<file path="src/rtl/i2cm_pkg.sv">
package i2cm_pkg;
  typedef enum logic [2:0] {
    ST_IDLE,
    ST_DEV,
    ST_WADDR,
    ST_WDATA,
    ST_ACK,
    ST_RDATA,
    ST_RACK,
    ST_SKIP
  } st_e;

  localparam logic [3:0] TYPE_CODE = 4'b1010;
  localparam int         BYTE_W    = 8;
endpackage

</file>
<file path="src/rtl/i2cm_sync.sv">
module i2cm_sync #(
  parameter int          W       = 2,
  parameter int          STAGES  = 2,
  parameter logic [W-1:0] RST_VAL = '1
) (
  input  logic         clk,
  input  logic         rst_n,
  input  logic [W-1:0] d,
  output logic [W-1:0] q
);
  logic [STAGES-1:0][W-1:0] stg;

  always_ff @(posedge clk or negedge rst_n) begin
    if (!rst_n) begin
      stg <= {STAGES{RST_VAL}};
    end else begin
      stg <= {stg[STAGES-2:0], d};
    end
  end

  assign q = stg[STAGES-1];
endmodule

</file>
<file path="src/rtl/i2cm_bus_events.sv">
module i2cm_bus_events (
  input  logic clk,
  input  logic rst_n,
  input  logic scl_s,
  input  logic sda_s,
  output logic scl_rise,
  output logic scl_fall,
  output logic start_ev,
  output logic stop_ev
);
  logic scl_q, sda_q;

  always_ff @(posedge clk or negedge rst_n) begin
    if (!rst_n) begin
      scl_q <= 1'b1;
      sda_q <= 1'b1;
    end else begin
      scl_q <= scl_s;
      sda_q <= sda_s;
    end
  end

  assign scl_rise = scl_s & ~scl_q;
  assign scl_fall = ~scl_s & scl_q;
  assign start_ev = scl_s & scl_q & sda_q & ~sda_s;
  assign stop_ev  = scl_s & scl_q & ~sda_q & sda_s;
endmodule

</file>
<file path="src/rtl/i2cm_addr_ptr.sv">
module i2cm_addr_ptr #(
  parameter int LO_W = 8
) (
  input  logic            clk,
  input  logic            rst_n,
  input  logic            set_page,
  input  logic            page_in,
  input  logic            set_low,
  input  logic [LO_W-1:0] low_in,
  input  logic            incr,
  output logic [LO_W:0]   addr
);
  logic            page_q, page_n;
  logic [LO_W-1:0] low_q, low_n;

  always_comb begin
    page_n = page_q;
    low_n  = low_q;
    if (set_page) page_n = page_in;
    if (set_low) begin
      low_n = low_in;
    end else if (incr) begin
      low_n = low_q + {{(LO_W-1){1'b0}}, 1'b1};
    end
  end

  always_ff @(posedge clk or negedge rst_n) begin
    if (!rst_n) begin
      page_q <= 1'b0;
      low_q  <= '0;
    end else begin
      page_q <= page_n;
      low_q  <= low_n;
    end
  end

  assign addr = {page_q, low_q};
endmodule

</file>
<file path="src/rtl/i2cm_slave.sv">
module i2cm_slave
  import i2cm_pkg::*;
#(
  parameter int PAGE_AW     = 8,
  parameter int SYNC_STAGES = 2
) (
  input  logic                 clk,
  input  logic                 rst_n,
  input  logic                 scl_i,
  input  logic                 sda_i,
  input  logic [1:0]           dev_sel_i,
  output logic                 sda_oe_o,
  output logic [PAGE_AW:0]     mem_addr_o,
  output logic                 mem_wr_o,
  output logic [BYTE_W-1:0]    mem_wdata_o,
  output logic                 mem_rd_o,
  input  logic [BYTE_W-1:0]    mem_rdata_i,
  output logic                 commit_o
);
  localparam int AW    = PAGE_AW + 1;
  localparam int CNT_W = $clog2(BYTE_W);

  logic scl_s, sda_s;
  logic scl_rise, scl_fall, start_ev, stop_ev;

  i2cm_sync #(.W(2), .STAGES(SYNC_STAGES), .RST_VAL(2'b11)) u_sync (
    .clk   (clk),
    .rst_n (rst_n),
    .d     ({scl_i, sda_i}),
    .q     ({scl_s, sda_s})
  );

  i2cm_bus_events u_ev (
    .clk      (clk),
    .rst_n    (rst_n),
    .scl_s    (scl_s),
    .sda_s    (sda_s),
    .scl_rise (scl_rise),
    .scl_fall (scl_fall),
    .start_ev (start_ev),
    .stop_ev  (stop_ev)
  );

  // state registers
  st_e               st_q, st_n, ret_q, ret_n;
  logic [CNT_W-1:0]  cnt_q, cnt_n;
  logic              full_q, full_n;
  logic [BYTE_W-1:0] sh_q, sh_n, tx_q, tx_n;
  logic              oe_q, oe_n;
  logic              pend_q, pend_n;
  logic              commit_q, commit_n;

  // pointer controls
  logic set_page, set_low, incr;
  logic wr_c, rd_c, dev_hit, do_load;

  i2cm_addr_ptr #(.LO_W(PAGE_AW)) u_ptr (
    .clk      (clk),
    .rst_n    (rst_n),
    .set_page (set_page),
    .page_in  (sh_q[1]),
    .set_low  (set_low),
    .low_in   (PAGE_AW'(sh_q)),
    .incr     (incr),
    .addr     (mem_addr_o)
  );

  assign dev_hit = (sh_q[7:4] == TYPE_CODE) && (sh_q[3:2] == dev_sel_i);

  always_comb begin
    st_n     = st_q;
    ret_n    = ret_q;
    cnt_n    = cnt_q;
    full_n   = full_q;
    sh_n     = sh_q;
    tx_n     = tx_q;
    oe_n     = oe_q;
    pend_n   = pend_q;
    commit_n = 1'b0;
    set_page = 1'b0;
    set_low  = 1'b0;
    incr     = 1'b0;
    wr_c     = 1'b0;
    do_load  = 1'b0;

    if (stop_ev) begin
      commit_n = pend_q;
      pend_n   = 1'b0;
      st_n     = ST_IDLE;
      oe_n     = 1'b0;
      full_n   = 1'b0;
    end else if (start_ev) begin
      pend_n = 1'b0;
      st_n   = ST_DEV;
      oe_n   = 1'b0;
      full_n = 1'b0;
      cnt_n  = '0;
    end else begin
      unique case (st_q)
        ST_DEV, ST_WADDR, ST_WDATA: begin
          if (scl_rise) begin
            sh_n  = {sh_q[BYTE_W-2:0], sda_s};
            cnt_n = cnt_q + 1'b1;
            if (cnt_q == CNT_W'(BYTE_W-1)) full_n = 1'b1;
          end else if (scl_fall && full_q) begin
            full_n = 1'b0;
            if (st_q == ST_DEV) begin
              if (dev_hit) begin
                oe_n     = 1'b1;
                st_n     = ST_ACK;
                set_page = 1'b1;
                ret_n    = sh_q[0] ? ST_RDATA : ST_WADDR;
              end else begin
                st_n = ST_SKIP;
              end
            end else if (st_q == ST_WADDR) begin
              oe_n    = 1'b1;
              st_n    = ST_ACK;
              set_low = 1'b1;
              ret_n   = ST_WDATA;
            end else begin
              oe_n   = 1'b1;
              st_n   = ST_ACK;
              wr_c   = 1'b1;
              incr   = 1'b1;
              pend_n = 1'b1;
              ret_n  = ST_WDATA;
            end
          end
        end
        ST_ACK: begin
          if (scl_fall) begin
            cnt_n = '0;
            if (ret_q == ST_RDATA) begin
              do_load = 1'b1;
            end else begin
              oe_n = 1'b0;
              st_n = ret_q;
            end
          end
        end
        ST_RDATA: begin
          if (scl_rise) begin
            cnt_n = cnt_q + 1'b1;
            if (cnt_q == CNT_W'(BYTE_W-1)) full_n = 1'b1;
          end else if (scl_fall) begin
            if (full_q) begin
              full_n = 1'b0;
              oe_n   = 1'b0;
              st_n   = ST_RACK;
            end else begin
              tx_n = {tx_q[BYTE_W-2:0], 1'b0};
              oe_n = ~tx_q[BYTE_W-2];
            end
          end
        end
        ST_RACK: begin
          if (scl_rise && sda_s) begin
            st_n = ST_SKIP;
          end else if (scl_fall) begin
            cnt_n   = '0;
            do_load = 1'b1;
          end
        end
        default: begin
        end
      endcase

      if (do_load) begin
        incr = 1'b1;
        tx_n = mem_rdata_i;
        oe_n = ~mem_rdata_i[BYTE_W-1];
        st_n = ST_RDATA;
      end
    end
  end

  assign rd_c = do_load;

  always_ff @(posedge clk or negedge rst_n) begin
    if (!rst_n) begin
      st_q     <= ST_IDLE;
      ret_q    <= ST_IDLE;
      cnt_q    <= '0;
      full_q   <= 1'b0;
      sh_q     <= '0;
      tx_q     <= '0;
      oe_q     <= 1'b0;
      pend_q   <= 1'b0;
      commit_q <= 1'b0;
    end else begin
      st_q     <= st_n;
      ret_q    <= ret_n;
      cnt_q    <= cnt_n;
      full_q   <= full_n;
      sh_q     <= sh_n;
      tx_q     <= tx_n;
      oe_q     <= oe_n;
      pend_q   <= pend_n;
      commit_q <= commit_n;
    end
  end

  assign sda_oe_o    = oe_q;
  assign mem_wr_o    = wr_c;
  assign mem_rd_o    = rd_c;
  assign mem_wdata_o = sh_q;
  assign commit_o    = commit_q;

  localparam int UNUSED_AW = AW;
endmodule

</file>
<file path="config.mk">
export PLATFORM = sky130hd
export DESIGN_NAME = i2cm_slave
export DESIGN_NICKNAME = d
export VERILOG_FILES = /design/src/rtl/i2cm_pkg.sv /design/src/rtl/i2cm_sync.sv /design/src/rtl/i2cm_bus_events.sv /design/src/rtl/i2cm_addr_ptr.sv /design/src/rtl/i2cm_slave.sv
export SDC_FILE = /design/constraint.sdc
export NUM_CORES = 1
export LEC_CHECK = 0
export BUFFER_PORTS_ARGS = -buffer_cell sky130_fd_sc_hd__buf_4
export CELL_PAD_IN_SITES_DETAIL_PLACEMENT = 1
export CELL_PAD_IN_SITES_GLOBAL_PLACEMENT = 1
export CORE_MARGIN = 1
export CORE_UTILIZATION = 29
export CTS_BUF_LIST = sky130_fd_sc_hd__clkbuf_4
export DETAILED_ROUTE_END_ITERATION = 8
export GPL_TIMING_DRIVEN = 1
export PLACE_DENSITY = 0.56
export SYNTH_ARGS = -nofsm -noshare
export SYNTH_HDL_FRONTEND = slang
export SYNTH_HIERARCHICAL = 1
export SYNTH_SLANG_ARGS = --single-unit
</file>
<file path="constraint.sdc">
create_clock -name clk -period 4.6 [get_ports clk]
set_input_delay 0.46 -clock clk [delete_from_list [all_inputs] [get_ports clk]]
set_output_delay 0.46 -clock clk [all_outputs]
set_load 0.02 [all_outputs]
</file>
Word level (Yosys, flattened, before mapping)
Index checks and enable logic that the tools add are counted.

$add $sub $neg: 2. Eq/ne operators: 29. Multiplexer cells: 91. Bitwise logic cells: 16. Reductions and logical operators: 22.

Operators by type and width (count): $mux W1 (59); $mux W3 (19); $ne A5 B5 Y1 const B (10); $mux W7 (5); $mux W8 (2); $eq A3 B3 Y1 const B (5); $pmux W3 S4 (1); $reduce_and A6 Y1 (2); $ne A3 B3 Y1 const B (3); $not A1 Y1 (9); $pmux W3 S3 (1); $reduce_and A9 Y1 (1); $add A8 B1 Y8 const B (1); $reduce_and A4 Y1 (2); $reduce_and A8 Y1 (1); $reduce_bool A4 Y1 (2); $and A1 B1 Y1 (7); $reduce_bool A7 Y1 (1); $eq A3 B2 Y1 const B (2); $ne A3 B1 Y1 const B (2); $ne A6 B6 Y1 const B (1); $reduce_bool A2 Y1 (3); $reduce_bool A3 Y1 (2); $reduce_bool A6 Y1 (1); 14 further kinds (18).

Register bits: 43. Logic and storage cells: 175.

Logic depth before layout (Yosys ltp)
Word-level depth: 12. Depth in mapped cells: 11. Gate-level depth less buffers: 8.

Hierarchy
The synthesis kept the hierarchy.

By module, submodules not included: i2cm_slave (instances 1, cells an instance 160, area each 1602.8 µm², seq. area each 700.7 µm²); i2cm_addr_ptr (instances 1, cells an instance 52, area each 494.2 µm², seq. area each 225.2 µm²); i2cm_sync (instances 1, cells an instance 6, area each 120.1 µm², seq. area each 105.1 µm²); i2cm_bus_events (instances 1, cells an instance 6, area each 85.1 µm², seq. area each 52.6 µm²).

Worst setup path before layout
No wires, ideal clock.

Path kind: register to register. Start point: register u_sync.stg (netlist bit u_sync/q[0]). End point: register u_ptr.low_q[5]. Arrival: 2.473 ns. Setup slack: 2.058 ns. Cell stages (with the launch flop): 11. Path buffers: 2. Period minus slack after synthesis: 2.542 ns. Cell sequence: dfstp_2 buf_4 and4b_1 or2_4 nor4_4 nand3_1 nand2_1 buf_4 nand4_4 or4_1 nand3_1.

Elaborated cells between the ends (all ways): 15. Classes of those cells: mux (10); bitwise (3); reduce/logical (2).

RTL lines: from (decl) (RTL line i2cm_sync.sv:11) `logic [STAGES-1:0][W-1:0] stg;`; from (signal assigned) (RTL line i2cm_sync.sv:15) `stg <= {STAGES{RST_VAL}};`; from (signal assigned) (RTL line i2cm_sync.sv:17) `stg <= {stg[STAGES-2:0], d};`; $not A1 Y1 (RTL line i2cm_bus_events.sv:25) `assign start_ev = scl_s & scl_q & sda_q & ~sda_s;`; $and A1 B1 Y1 (RTL line i2cm_bus_events.sv:25); net start_ev (RTL line i2cm_slave.sv:24) `logic scl_rise, scl_fall, start_ev, stop_ev;`; $mux W1 (RTL line i2cm_slave.sv:92) `end else if (start_ev) begin`; $mux W1 (RTL line i2cm_slave.sv:86) `if (stop_ev) begin`; net incr (RTL line i2cm_slave.sv:54) `logic set_page, set_low, incr;`; $reduce_bool A2 Y1 (no source line); to (signal assigned) (RTL line i2cm_addr_ptr.sv:33) `low_q <= low_n;`; to (decl) (RTL line i2cm_addr_ptr.sv:14) `logic [LO_W-1:0] low_q, low_n;`.

The timed path passes the listed nets, and every way through them passes these cells. The select of a mux whose other input is x is not followed. A chain may end at the register's enable or synchronous reset.

Worst setup path in the final report
Start point: register u_ev.scl_q. End point: register u_ptr.low_q[5].

Elaborated cells between the ends (all ways): 29. Classes of those cells: mux (18); bitwise (8); reduce/logical (3).

RTL lines: from (decl) (RTL line i2cm_bus_events.sv:11) `logic scl_q, sda_q;`; from (signal assigned) (RTL line i2cm_bus_events.sv:18) `scl_q <= scl_s;`; $and A1 B1 Y1 * (RTL line i2cm_bus_events.sv:24) `assign scl_fall = ~scl_s & scl_q;`; net scl_fall (RTL line i2cm_slave.sv:24); $logic_and A1 B1 Y1 * (RTL line i2cm_slave.sv:105) `end else if (scl_fall && full_q) begin`; $mux W1 * (RTL line i2cm_slave.sv:105); $mux W1 * (RTL line i2cm_slave.sv:101) `if (scl_rise) begin`; $mux W1 * (RTL line i2cm_slave.sv:99) `unique case (st_q)`; $mux W1 * (RTL line i2cm_slave.sv:92); $mux W1 * (RTL line i2cm_slave.sv:86); net set_low (RTL line i2cm_slave.sv:54); $mux W8 / $reduce_bool A2 Y1 (equally long branches).

Mark *: on every way through the listed nets, which the timed path passes. The rest lies on a longest branch. The select of a mux whose other input is x is not followed.

==> metrics.yaml <==
routing:
  drtIter0Drc: 88
  detailedRoute.firstPassIterationCount: 4
  routed_wl_um: 5489
  via_count: 1771
  drt-vias-per-instance: 4.989
  wire_per_inst_um: 15.46
  detail-route-antenna-nets: 0
  route.detailed.drc: 0
yosys:
  synth_warnings: 6
  synth_adder_area_share_pct: 1.630
  synth.largest_area_cell: "dfrtp_1"
  postSynthNetCount: 241
  synthArstFlopShare_pct: 100.0
  post_synth.cell_area_avg_um2: 10.28
  synth-simple-area-share_pct: 20.38
  multiplexer_area_fraction_after_synthesis_pct: 9.837
  synth_area_leaders: "dfrtp_1, dfstp_2, mux2_2, nand2_1, mux2i_1"
  ys_seq_area_share_pct: 47.07
  synth_top_family_by_area: "simple AND/OR/NAND/NOR gates"
  yosysTopAreaCellShare_pct: 40.22
  ys_seq_elements: 43
  synth_xor_xnor_area_share_pct: 2.283
  syn-instance-count: 224
  ys.flop_type: "dfrtp_1"
  synth_area_um2: 2302
  synth-edff-count: 0
  netlist-cell-type-count: 55
  synth_compound_gate_area_share_pct: 14.02
run_status:
  run_status: "finished, final reports clean"
clock_network:
  tritoncts: "yes"
  clock_transition_at_path_regs_ns: 0.14
  hold_buffers: 0
  clock_tree.root_cell: "clkbuf_4"
  clock_latency_ns: 0.36
  post-cts-setup-buffers: 0
  post_cts_resize_count: 0
  numCtsBuffers: 5
  cts_buffer_depth: 2
  h-tree-depth: 2
  numClockSinks: 43
pwr:
  worst_ir_drop_vdd_mv: 0.2091
  pwr_density_cell_nw_per_um2: 357.8
  total_leakage_power_uw: 0.001310
die:
  floorplan.io_pins: 35
  die_h_um: 91.10
  placeableCoreArea_um2: 7687
  design.die.area_um2: 8299
  die_span_x_um: 91.10
  initial_utilization_pct: 29.95
  num_rows: 32
timing:
  fin_setup_tns_ns: 0
  clock.fmax_mhz: 323.0
  finalSetupViolCount: 0
  finalHoldViolCount: 0
  relSlewSlack_pct: 28.11
  timing_worst_slew_pin_value_ns: 1.074
  final.min_clock_period_ns: 3.096
  final_cycle_utilization_of_the_critical_path_pct: 67.30
  finClkSkew_ns: 0.006473
  rsz0062_at_grt: "no"
  timing_max_transition_violations_final: 0
worst_setup_path:
  critical_path.reg2reg.endpoint: "u_ptr/low_q[5]$_DFFE_PN0P_"
  setup.worst_path.class: "reg -> reg"
  r2r.worst_path.cells: 8
  reg_to_reg_setup_timing_slack_ns: 1.50
  end_kind: "register"
  crit_path_start_kind: "register"
  worst-endpoint-required_ns: 4.86
  ff_to_ff_start: "u_ev/scl_q$_DFF_PN1_"
  arrival_ns: 3.35
  critical_path_peak_fanout: 19
final_layout:
  layout-drive-gt1-share_pct: 28.06
  layout.cells.non_filler: 355
  nets: 269
  area_growth_pct: 15.82
  n_antenna_cell: 0
global_route:
  globalRoute.totalOverflow: 0
  global_route.usage.total_pct: 14.43
  maximum_number_of_pins_on_one_net_before_global_route_repair: 44
  grt_antenna_before_repair: 0
  grt_first_pass_wirelength_um: 9466
  first_global_vias: 1793
run:
  max_cap_violations: 0
placement:
  place.gp.congestion: 0.7658
  dp.cells: 347
  port_buffers: 34
  detailedPlacementHpwl_um: 3900
min_path:
  worstHoldPathType: "in -> async"
[worst max-delay path by stage]
stage | cells after the start | endpoint | from | slack, ns
2_1_floorplan | 10 | u_ptr/low_q[5]$_DFFE_PN0P_ | u_sync/q[0]$_DFF_PN1_ | 2.06
3_3_place_gp | 7 | u_ptr/low_q[7]$_DFFE_PN0P_ | u_ev/scl_q$_DFF_PN1_ | 1.62
5_1_grt | 8 | u_ptr/low_q[7]$_DFFE_PN0P_ | u_ev/scl_q$_DFF_PN1_ | 1.20
3_5_place_dp | 7 | u_ptr/low_q[7]$_DFFE_PN0P_ | u_ev/scl_q$_DFF_PN1_ | 1.54
6_report | 8 | u_ptr/low_q[5]$_DFFE_PN0P_ | u_ev/scl_q$_DFF_PN1_ | 1.50
4_1_cts | 7 | u_ptr/low_q[7]$_DFFE_PN0P_ | u_ev/scl_q$_DFF_PN1_ | 1.52
[layer usage]
metal | global-route usage [%] | part of all wire (%) | vias to the layer above
li1 | - | - | 854
met1 | 19.95 | 46 | 880
met2 | 22.79 | 49 | 30
met3 | 2.764 | 3.6 | 7
met4 | 4.365 | 1.3 | 0
met5 | 0 | 0 | -
[registers in the layout, summed over array words and instances, names as in the netlist, 2 cells and up]
| register | count |
|---|---|
| mem_wdata_o | 8 |
| u_ptr/low_q | 8 |
| tx_q | 7 |
| cnt_q | 3 |
| ret_q | 3 |
| st_q | 3 |
| u_sync/q | 2 |
| u_sync/stg | 2 |
[final cells by class]
class	count	area, µm²
Multi-Input combinational cell	159	1109
Fill cell	912	5021
Tap cell	102	127.6
Clock buffer	6	45.04
Inverter	9	33.78
Timing Repair Buffer	34	255.2
Sequential cell	43	1084
Clock inverter	2	12.51
[critical path, stage by stage, from the launching register on]
cell,delay [ns]
dfstp_2,0.56
nor2b_1,0.59
nand2_1,0.19
nor4_4,0.38
nand2_1,0.10
nor2_1,0.83
nor2b_1,0.13
o21ai_0,0.13
nand3_1,0.09
[cells by family after synthesis]
logic type	count (synthesis)
fa+ha+maj	3
flops	43
buf+inv	22
xor+xnor	6
mux	21
compound gates	47
simple gates	82
[stage by stage]
| stage | utilization (%) | setup WS (ns) | cell area [µm²] | hold WS (ns) | total power [µW] |
|---|---|---|---|---|---|
| finish | 34.68 | 1.504 | 2666 | 0.07322 | 953.9 |
| global route | 34.68 | 1.196 | 2666 | 0.09752 | 1015 |
| CTS | 34.68 | 1.521 | 2666 | 0.08442 | 969.5 |
| detailed placement | 33.94 | 1.542 | 2609 | 0.3475 | 769.9 |
| global placement | 33.94 | 1.624 | 2609 | 0.3464 | 770.6 |
| floorplan | - | 2.058 | 2302 | 0.1644 | 658.9 |
[synth_stat cells, types with 2 or more instances]
| cell | number |
|---|---|
| dfrtp_1 | 37 |
| nand2_1 | 26 |
| nor2_1 | 14 |
| mux2_2 | 12 |
| a21oi_1 | 11 |
| o21ai_0 | 10 |
| nand3_1 | 9 |
| inv_1 | 8 |
| mux2i_1 | 8 |
| nor2b_1 | 7 |
| buf_4 | 6 |
| dfstp_2 | 6 |
| xor2_1 | 5 |
| a22oi_1 | 4 |
| buf_2 | 4 |
| o21ai_1 | 4 |
| and4b_1 | 3 |
| clkbuf_1 | 3 |
| ha_1 | 3 |
| or4_1 | 3 |
| and2_1 | 2 |
| and3_1 | 2 |
| nand2b_1 | 2 |
| nand4_1 | 2 |
| o22a_1 | 2 |
| o22ai_1 | 2 |
[placed cells by master (no fill, tap or decap), types with 2 or more instances in the layout]
master and n:
o22a_1 2, or4_1 3, o22ai_1 2, clkbuf_4 6, mux2_2 12, and3_1 2, buf_4 34, nand4_1 2
ha_1 3, nand2b_1 2, dfrtp_1 37, o21ai_1 4, dfstp_2 6, a21oi_1 11, nor2_1 14, a22oi_1 4
inv_1 8, xor2_1 5, o21ai_0 10, nand3_1 9, and4b_1 3, mux2i_1 8, nor2b_1 7, nand2_1 26
and2_1 2
[where the power goes]
group          internal [µW]  switching (µW)
clock                   65.1             132
sequential               430            78.7
combinational            120             128
total                    615             339
Power figures use the tool's default switching activity.
